[src/rtl/sram_ctl_pkg.sv]
package sram_ctl_pkg;

  typedef enum logic [2:0] {
    ST_IDLE,
    ST_READ,
    ST_TURN,
    ST_WSETUP,
    ST_WPULSE,
    ST_WHOLD
  } ctlStateT;

  // pin-level strobes, all registered in the control block
  typedef struct packed {
    logic ceN;
    logic oeN;
    logic weN;
    logic dqOe;
  } pinStrobeT;

  // everything the control hands to the datapath
  typedef struct packed {
    logic      load;
    logic      capture;
    pinStrobeT pins;
  } ctlStrobeT;

  function automatic int ceilDiv(int num, int den);
    return (num + den - 1) / den;
  endfunction

  function automatic int maxOf(int a, int b);
    return (a > b) ? a : b;
  endfunction

endpackage

[src/rtl/sram_ctl_fsm.sv]
module sram_ctl_fsm
  import sram_ctl_pkg::*;
#(
  parameter int RD_WAIT = 1,
  parameter int WR_WAIT = 1,
  parameter int HZ_GAP  = 1
) (
  input  logic      clk,
  input  logic      rstN,
  input  logic      reqValid,
  input  logic      reqWrite,
  output logic      reqReady,
  output ctlStrobeT ctl
);

  localparam int CNT_MAX = maxOf(maxOf(RD_WAIT, WR_WAIT), HZ_GAP);
  localparam int CNT_W   = $clog2(CNT_MAX + 1);

  localparam pinStrobeT PINS_IDLE = '{ceN: 1'b1, oeN: 1'b1, weN: 1'b1, dqOe: 1'b0};
  localparam pinStrobeT PINS_READ = '{ceN: 1'b0, oeN: 1'b0, weN: 1'b1, dqOe: 1'b0};
  localparam pinStrobeT PINS_WDAT = '{ceN: 1'b0, oeN: 1'b1, weN: 1'b1, dqOe: 1'b1};
  localparam pinStrobeT PINS_WSTB = '{ceN: 1'b0, oeN: 1'b1, weN: 1'b0, dqOe: 1'b1};

  ctlStateT   st, stNext;
  logic [CNT_W-1:0] cnt, cntNext;
  pinStrobeT  pinsQ;
  logic       load, capture;

  function automatic pinStrobeT decodePins(ctlStateT s);
    case (s)
      ST_READ:             return PINS_READ;
      ST_WSETUP, ST_WHOLD: return PINS_WDAT;
      ST_WPULSE:           return PINS_WSTB;
      default:             return PINS_IDLE;
    endcase
  endfunction

  always_comb begin
    stNext  = st;
    cntNext = cnt;
    load    = 1'b0;
    capture = 1'b0;
    unique case (st)
      ST_IDLE: begin
        if (reqValid) begin
          load = 1'b1;
          if (reqWrite) begin
            stNext = ST_WSETUP;
          end else begin
            stNext  = ST_READ;
            cntNext = CNT_W'(RD_WAIT - 1);
          end
        end
      end
      ST_READ: begin
        if (cnt == '0) begin
          capture = 1'b1;
          stNext  = ST_TURN;
          cntNext = CNT_W'(HZ_GAP - 1);
        end else begin
          cntNext = cnt - 1'b1;
        end
      end
      ST_TURN: begin
        if (cnt == '0) stNext = ST_IDLE;
        else           cntNext = cnt - 1'b1;
      end
      ST_WSETUP: begin
        stNext  = ST_WPULSE;
        cntNext = CNT_W'(WR_WAIT - 1);
      end
      ST_WPULSE: begin
        if (cnt == '0) stNext = ST_WHOLD;
        else           cntNext = cnt - 1'b1;
      end
      ST_WHOLD: stNext = ST_IDLE;
      default:  stNext = ST_IDLE;
    endcase
  end

  always_ff @(posedge clk or negedge rstN) begin
    if (!rstN) begin
      st    <= ST_IDLE;
      cnt   <= '0;
      pinsQ <= PINS_IDLE;
    end else begin
      st    <= stNext;
      cnt   <= cntNext;
      pinsQ <= decodePins(stNext);
    end
  end

  assign reqReady = (st == ST_IDLE);

  always_comb begin
    ctl.load    = load;
    ctl.capture = capture;
    ctl.pins    = pinsQ;
  end

endmodule

[src/rtl/sram_ctl_dp.sv]
module sram_ctl_dp
  import sram_ctl_pkg::*;
#(
  parameter int ADDR_W = 17,
  parameter int DATA_W = 8
) (
  input  logic              clk,
  input  logic              rstN,
  input  ctlStrobeT         ctl,
  input  logic [ADDR_W-1:0] reqAddr,
  input  logic [DATA_W-1:0] reqWdata,
  input  logic [DATA_W-1:0] memDqIn,
  output logic [ADDR_W-1:0] memAddr,
  output logic [DATA_W-1:0] memDqOut,
  output logic              memCeN,
  output logic              memOeN,
  output logic              memWeN,
  output logic              memDqOe,
  output logic              rspValid,
  output logic [DATA_W-1:0] rspRdata
);

  logic [ADDR_W-1:0] addrQ;
  logic [DATA_W-1:0] wdataQ, rdataQ;
  logic              rspQ;

  always_ff @(posedge clk or negedge rstN) begin
    if (!rstN) begin
      addrQ  <= '0;
      wdataQ <= '0;
      rdataQ <= '0;
      rspQ   <= 1'b0;
    end else begin
      rspQ <= ctl.capture;
      if (ctl.load) begin
        addrQ  <= reqAddr;
        wdataQ <= reqWdata;
      end
      if (ctl.capture) rdataQ <= memDqIn;
    end
  end

  assign memAddr  = addrQ;
  assign memDqOut = wdataQ;
  assign memCeN   = ctl.pins.ceN;
  assign memOeN   = ctl.pins.oeN;
  assign memWeN   = ctl.pins.weN;
  assign memDqOe  = ctl.pins.dqOe;
  assign rspValid = rspQ;
  assign rspRdata = rdataQ;

endmodule

[src/rtl/sram_ctl.sv]
module sram_ctl
  import sram_ctl_pkg::*;
#(
  parameter int ADDR_W  = 17,
  parameter int DATA_W  = 8,
  parameter int CLK_NS  = 10,
  parameter int T_AA_NS = 10,
  parameter int T_OE_NS = 5,
  parameter int T_HZ_NS = 5
) (
  input  logic              clk,
  input  logic              rstN,
  input  logic              reqValid,
  output logic              reqReady,
  input  logic              reqWrite,
  input  logic [ADDR_W-1:0] reqAddr,
  input  logic [DATA_W-1:0] reqWdata,
  output logic              rspValid,
  output logic [DATA_W-1:0] rspRdata,
  output logic [ADDR_W-1:0] memAddr,
  output logic              memCeN,
  output logic              memOeN,
  output logic              memWeN,
  output logic [DATA_W-1:0] memDqOut,
  output logic              memDqOe,
  input  logic [DATA_W-1:0] memDqIn
);

  localparam int RD_WAIT = maxOf(1, maxOf(ceilDiv(T_AA_NS, CLK_NS), ceilDiv(T_OE_NS, CLK_NS)));
  localparam int WR_WAIT = RD_WAIT;
  localparam int HZ_GAP  = maxOf(1, ceilDiv(T_HZ_NS, CLK_NS));

  ctlStrobeT ctl;

  sram_ctl_fsm #(
    .RD_WAIT(RD_WAIT),
    .WR_WAIT(WR_WAIT),
    .HZ_GAP (HZ_GAP)
  ) u_fsm (
    .clk     (clk),
    .rstN    (rstN),
    .reqValid(reqValid),
    .reqWrite(reqWrite),
    .reqReady(reqReady),
    .ctl     (ctl)
  );

  sram_ctl_dp #(
    .ADDR_W(ADDR_W),
    .DATA_W(DATA_W)
  ) u_dp (
    .clk     (clk),
    .rstN    (rstN),
    .ctl     (ctl),
    .reqAddr (reqAddr),
    .reqWdata(reqWdata),
    .memDqIn (memDqIn),
    .memAddr (memAddr),
    .memDqOut(memDqOut),
    .memCeN  (memCeN),
    .memOeN  (memOeN),
    .memWeN  (memWeN),
    .memDqOe (memDqOe),
    .rspValid(rspValid),
    .rspRdata(rspRdata)
  );

endmodule

[config.mk]
export PLATFORM = sky130hd
export DESIGN_NAME = sram_ctl
export DESIGN_NICKNAME = d
export VERILOG_FILES = /design/src/rtl/sram_ctl_pkg.sv /design/src/rtl/sram_ctl_fsm.sv /design/src/rtl/sram_ctl_dp.sv /design/src/rtl/sram_ctl.sv
export SDC_FILE = /design/constraint.sdc
export NUM_CORES = 1
export LEC_CHECK = 0
export BUFFER_PORTS_ARGS = -buffer_cell sky130_fd_sc_hd__buf_2
export CAP_MARGIN = 20
export CORE_MARGIN = 3
export CORE_UTILIZATION = 45
export CTS_CLUSTER_DIAMETER = 200
export CTS_CLUSTER_SIZE = 28
export DETAILED_ROUTE_END_ITERATION = 7
export GPL_TIMING_DRIVEN = 0
export PLACE_DENSITY = 0.91
export SYNTH_ARGS = -nofsm -noshare
export SYNTH_HDL_FRONTEND = slang
export SYNTH_SLANG_ARGS = --single-unit
[constraint.sdc]
create_clock -name clk -period 2.3 [get_ports clk]
set_clock_uncertainty 0.1 [all_clocks]
set_input_delay 0.46 -clock clk [delete_from_list [all_inputs] [get_ports clk]]
set_output_delay 0.46 -clock clk [all_outputs]
set_load 0.02 [all_outputs]
==> flow_summary.yaml, run 1 <==
status:
  outcome: "finished, final reports clean"
grt:
  globalRouteMet2Util_pct: 28.1
  globalRouteMet1Util_pct: 17.8
  grt_max_degree: 42
  number_of_global_route_vias_before_repair: 1158
  antenna_found_initial: 0
  wire_length_of_the_first_global_routing_pass_um: 5020
  globalRouteOverflowTotal: 0
  groute.layer.met3.usage_pct: 4.68
  gr-usage-all-layers_pct: 16.1
  globalRoute.busiestLayer: "met2"
sta:
  fin_ws_ns: 0.376
  maxClockFrequency_mhz: 520
  setup-violations-final: 0
  fin_setup_tns_ns: 0
  worst_hold_slack_ns: 0.121
  final.period_utilization_pct: 83.6
  grt_setup_unrepaired: "no"
  finalMaxSlewViolations: 0
  worst-slew-pin-transition_ns: 0.868
  period_minus_slack_ns: 1.92
  final_report_hold_violation_count: 0
  timing.max_slew.rel_slack_pct: 42.1
power_and_ir_drop:
  internal-power_mw: 1.90
  total_leakage_power_nw: 1.01
  totalPowerFinal_mw: 3.09
  p_sw_mw: 1.19
  clock_power_share_pct: 12.7
  p_per_area_nw_per_um2: 1510
  vdd.ir_drop.worst_uv: 847
  netSwitchingFraction_pct: 38.5
  combPwrFrac_pct: 47.4
  part_of_the_power_in_registers_pct: 39.9
yosys:
  synth_seq_cells: 41
  synth.avg_cell_area_um2: 16.5
  cell_type_contributing_the_most_total_cell_area_after_synthesis: "sky130_fd_sc_hd__dfrtp_1"
  synth-seq-area-share_pct: 66.5
  synth.yosys.warnings: 0
  synth_fp_nets: 131
  netlist-cell-type-count: 19
  synth.cell_area_um2: 1550
  yosys.area.top_type_share_pct: 61.4
  biggest_area_contributors_in_the_synthesized_netlist: "sky130_fd_sc_hd__dfrtp_1 (61%), sky130_fd_sc_hd__mux2_2 (23%), sky130_fd_sc_hd__dfstp_2 (5.1%), sky130_fd_sc_hd__nor4b_4 (1.5%), sky130_fd_sc_hd__buf_6 (1.5%)"
  synthCells: 94
setup_path:
  critical_path.reg2reg.startpoint: "u_fsm.st[2]$_DFF_PN0_"
  startpoint: "u_fsm.st[2]$_DFF_PN0_"
  worst_path_arrival_ns: 2.05
  timing.critical_path.from_type: "flop"
  critPathKind: "reg2reg"
  cp.required_ns: 2.43
  cp-end-kind: "flop"
  critical_path.max_fanout: 10
routing:
  initial_detailed_routing_violation_count: 33
  drt-vias-per-instance: 4.75
  number_of_optimization_iterations_in_the_first_detailed_route_pass: 4
  antenna_violating_nets_post_route: 0
  postRouteWirelength_um: 3000
  vias: 1049
  remaining_drc_errors: 0
  wl_per_cell_um: 13.6
layout:
  stdcell_area_um2: 2050
  layout_common_cells: "sky130_fd_sc_hd__buf_2 (77), sky130_fd_sc_hd__dfrtp_1 (38), sky130_fd_sc_hd__mux2_2 (32)"
  mostFrequentLayoutCell: "sky130_fd_sc_hd__buf_2"
  final_layout_size_suffix_gt1_share_pct: 70.6
  finalNonFillerCells: 221
  insertedDiodeCount: 0
  filler_cell_count_in_the_final_layout: 273
  layout-area-overhead-vs-synth_pct: 32.3
  nets: 213
  postLayoutCoreUtil_pct: 64.4
clock_network:
  cts_resized: 0
  clock_root_cell: "sky130_fd_sc_hd__clkbuf_4"
  clk_pin_slew_worst_paths_ns: 0.11
  cts-buffers-inserted: 5
  cts_buffer_depth: 2
  cts_num_sinks: 41
  cts_tree: "built"
  cts_hold_buf: 0
  clkLatencyLatePin_ns: 0.34
  htree_levels: 2
  cts.repair_timing.setup_buffer_count: 0
placement:
  place_hpwl_um: 2340
  place_ws_ns: 0.369
  gp_routability_congestion: 0.646
  placedCellCount: 213
  placed_cell_area_um2: 1980
  placement.io_buffers: 75
floorplan:
  starting_density_of_the_core_pct: 48.7
  die_w_um: 64.6
  fp.coreArea_um2: 3180
  dieHeight_um: 64.6
  fp-row-count: 20
  design.die.area_um2: 4180
  num_io_pins: 76
min_path:
  holdCritPathClass: "in2async"
run:
  timing.max_cap.violations: 0
==> power by group through the flow <==
stage	sequential, mW	combinational (mW)	clock (mW)
after floorplan	1.67	0.576	0
after CTS	1.24	1.48	0.411
after global placement	1.22	1.45	0
final	1.23	1.46	0.393
after detailed placement	1.25	1.48	0
after global routing	1.29	1.57	0.448
==> logic make-up after synthesis <==
family	share of synthesized area, %
buffers and inverters	2.83
AO/OA/AOI/OAI	1.70
flip-flops	66.5
multiplexers	24.0
AND/OR/NAND/NOR	4.93
==> final timing paths <==
kind,endpoint,slack (ns),depth (start not counted)
max,u_dp.memAddr[14]$_DFFE_PN0P_,0.38,4
min,u_dp.memAddr[6]$_DFFE_PN0P_,0.12,1
max reg2reg,u_dp.memAddr[14]$_DFFE_PN0P_,0.38,4
min reg2reg,u_dp.memAddr[16]$_DFFE_PN0P_,0.40,1
max in group asynchronous,u_dp.rspValid$_DFF_PN0_,1.44,1
min in group clk,u_dp.memAddr[10]$_DFFE_PN0P_,0.24,2
==> sequential cells by signal (all words and copies together) (netlist names) <==
signal and flops:
u_dp.rspValid 1, u_fsm.st 3, u_dp.memAddr 17, u_dp.memDqOut 8, u_fsm.ctl 4, u_dp.rspRdata 8
==> routing by layer <==
layer	wire length (um)	up-vias
met4	55	0
met5	0	-
li1	-	493
met3	271	7
met2	1530	58
met1	1140	491
==> final cells by class <==
cell class                      count  area, um2  share of cell area (%)
Clock buffer                        7       65.1                    3.18
Multi-Input combinational cell     47        474                    23.2
Sequential cell                    41       1030                    50.3
Clock inverter                      1       5.00                   0.244
Timing Repair Buffer               75        375                    18.3
Tap cell                           44       55.1                    2.69
Buffer                              6       43.8                    2.14
==> synth_stat cells (all sizes together) <==
library cell and instances:
o31a 1, or3b 1, buf 5, nand2b 1, dfrtp 38, nor4b 1
nor3b 1, nor2 1, nand3b 1, nand2 1, a21oi 2, mux2 33
o31ai 1, clkbuf 1, dfstp 3, nor3 3
==> worst max-delay path: stages (launching register included) <==
cell and delay (ns):
sky130_fd_sc_hd__dfrtp_1 0.38, sky130_fd_sc_hd__clkbuf_1 0.19, sky130_fd_sc_hd__nor4b_4 0.56, sky130_fd_sc_hd__buf_6 0.24, sky130_fd_sc_hd__mux2_2 0.34
Note: power is estimated with default switching activity, not from simulation.
==> run 2: changes to the inputs <==
Clock period 2.3 ns to 1.98 ns, I/O delays scaled along.
==> flow_summary.yaml, run 2 (synthesized netlist as in run 1, its figures left out) <==
clock_network:
  clk_pin_slew_worst_paths_ns: 0.11
  clock_root_cell: "sky130_fd_sc_hd__clkbuf_4"
  clkLatencyLatePin_ns: 0.34
  cts-buffers-inserted: 5
  cts_buffer_depth: 2
  cts_tree: "built"
  htree_levels: 2
  cts_num_sinks: 41
  cts_resized: 0
setup_path:
  critPathKind: "reg2reg"
  worst_setup_path_end: "u_dp.memAddr[14]$_DFFE_PN0P_"
  worst_path_cell_with_the_longest_stage_delay: "sky130_fd_sc_hd__dfrtp_1"
  endpoint_of_the_worst_register_to_register_path: "u_dp.memAddr[14]$_DFFE_PN0P_"
  setup.reg_to_reg.worst_slack_ns: 0.21
  worst_path_largest_cell_delay_ns: 0.38
  startpoint: "u_fsm.st[2]$_DFF_PN0_"
  crit_chain: "clkbuf_1, nor4b_4, buf_4, buf_6, mux2_2"
  critical_path.max_fanout: 10
  worst_r2r_path_depth: 5
  cp-end-kind: "flop"
  cp.required_ns: 2.11
  worst_path_arrival_ns: 1.90
  critical_path.reg2reg.startpoint: "u_fsm.st[2]$_DFF_PN0_"
  timing.critical_path.from_type: "flop"
layout:
  insertedDiodeCount: 0
  postLayoutCoreUtil_pct: 64.9
  mostFrequentLayoutCell: "sky130_fd_sc_hd__buf_2"
  largest_reg_flops: 17
  layout-area-overhead-vs-synth_pct: 33.3
  nets: 215
  finalNonFillerCells: 223
  layout_common_cells: "sky130_fd_sc_hd__buf_2 (77), sky130_fd_sc_hd__dfrtp_1 (38), sky130_fd_sc_hd__mux2_2 (32)"
  final_layout_size_suffix_gt1_share_pct: 70.9
floorplan:
  die_w_um: 64.6
  fp-row-count: 20
  num_io_pins: 76
  fp.coreArea_um2: 3180
  starting_density_of_the_core_pct: 48.7
  design.die.area_um2: 4180
  dieHeight_um: 64.6
routing:
  postRouteWirelength_um: 3030
  antenna_violating_nets_post_route: 0
  wl_per_cell_um: 13.6
  number_of_optimization_iterations_in_the_first_detailed_route_pass: 5
  remaining_drc_errors: 0
  drt-vias-per-instance: 4.77
  vias: 1063
  initial_detailed_routing_violation_count: 22
power_and_ir_drop:
  p_per_area_nw_per_um2: 1750
  total_leakage_power_nw: 1.02
  vdd.ir_drop.worst_uv: 981
  totalPowerFinal_mw: 3.61
placement:
  place_hpwl_um: 2340
  gp_routability_congestion: 0.646
  placedCellCount: 213
  place_ws_ns: 0.0490
  placement.io_buffers: 75
grt:
  gr-usage-all-layers_pct: 16.1
  antenna_found_initial: 0
  number_of_global_route_vias_before_repair: 1158
  globalRouteOverflowTotal: 0
  wire_length_of_the_first_global_routing_pass_um: 5020
  grt_max_degree: 42
min_path:
  holdCritPathClass: "in2async"
status:
  outcome: "finished, final reports clean"
sta:
  period_minus_slack_ns: 1.77
  fin_setup_tns_ns: 0
  setup-violations-final: 0
  fin_ws_ns: 0.207
  grt_setup_unrepaired: "no"
  finalMaxSlewViolations: 0
  final.period_utilization_pct: 89.6
  maxClockFrequency_mhz: 564
  final_report_hold_violation_count: 0
  timing.max_slew.rel_slack_pct: 42.4
  worst-slew-pin-transition_ns: 0.865
run:
  timing.max_cap.violations: 0
## run 2: metrics by stage
step	hold WS, ns	area, um2
5_1_grt	0.0983	2060
3_3_place_gp	0.366	1980
3_5_place_dp	0.381	1980
4_1_cts	0.0742	2050
2_1_floorplan	0.000409	1550
6_report	0.0541	2060
## run 2: power breakdown
group | switching, mW | internal [mW] | leakage (nW)
registers | 0.173 | 1.26 | 0.484
logic | 0.959 | 0.761 | 0.494
clock network | 0.252 | 0.206 | 0.0413
## run 2: metal layers
layer	GRT usage (%)	vias to the layer above	routed length, um	part of all wire (%)
met4	7.92	0	55	1.8
met1	17.8	502	1150	38
met2	28.1	58	1550	51
li1	-	496	-	-
met3	4.68	7	271	9.0
met5	0	-	0	0
## run 2: final cells by class
| class | instances | area [um2] |
|---|---|---|
| sequential | 41 | 1030 |
| fill | 276 | 1110 |
| buffer | 6 | 43.8 |
| timing repair buffer | 77 | 390 |
| clock inverter | 1 | 5.00 |
| multi-input combinational | 47 | 474 |
| tap | 44 | 55.1 |
| clock buffer | 7 | 65.1 |
## run 2: worst min path at each step
stage                                            start                      endpoint  cells after the start
after floorplan                                   rstN   u_dp.memAddr[0]$_DFFE_PN0P_                      0
after global placement    u_dp.memAddr[16]$_DFFE_PN0P_  u_dp.memAddr[16]$_DFFE_PN0P_                      1
after detailed placement  u_dp.memAddr[16]$_DFFE_PN0P_  u_dp.memAddr[16]$_DFFE_PN0P_                      1
after CTS                                         rstN        u_fsm.ctl[0]$_DFF_PN0_                      1
after global routing                              rstN   u_dp.memAddr[6]$_DFFE_PN0P_                      1
final                                             rstN  u_dp.memAddr[16]$_DFFE_PN0P_                      1
## run 2: what timing repair did
action                                  CTS  global route
hold buffers                              0             0
endpoints found under the setup margin    0            19
buffers inserted                          0             2
## run 2: critical path: cells and delay by family (launching register included)
family / cells / cell delay [ns]
buf+inv: 3 / 0.53
flops: 1 / 0.38
simple gates: 1 / 0.31
mux: 1 / 0.34
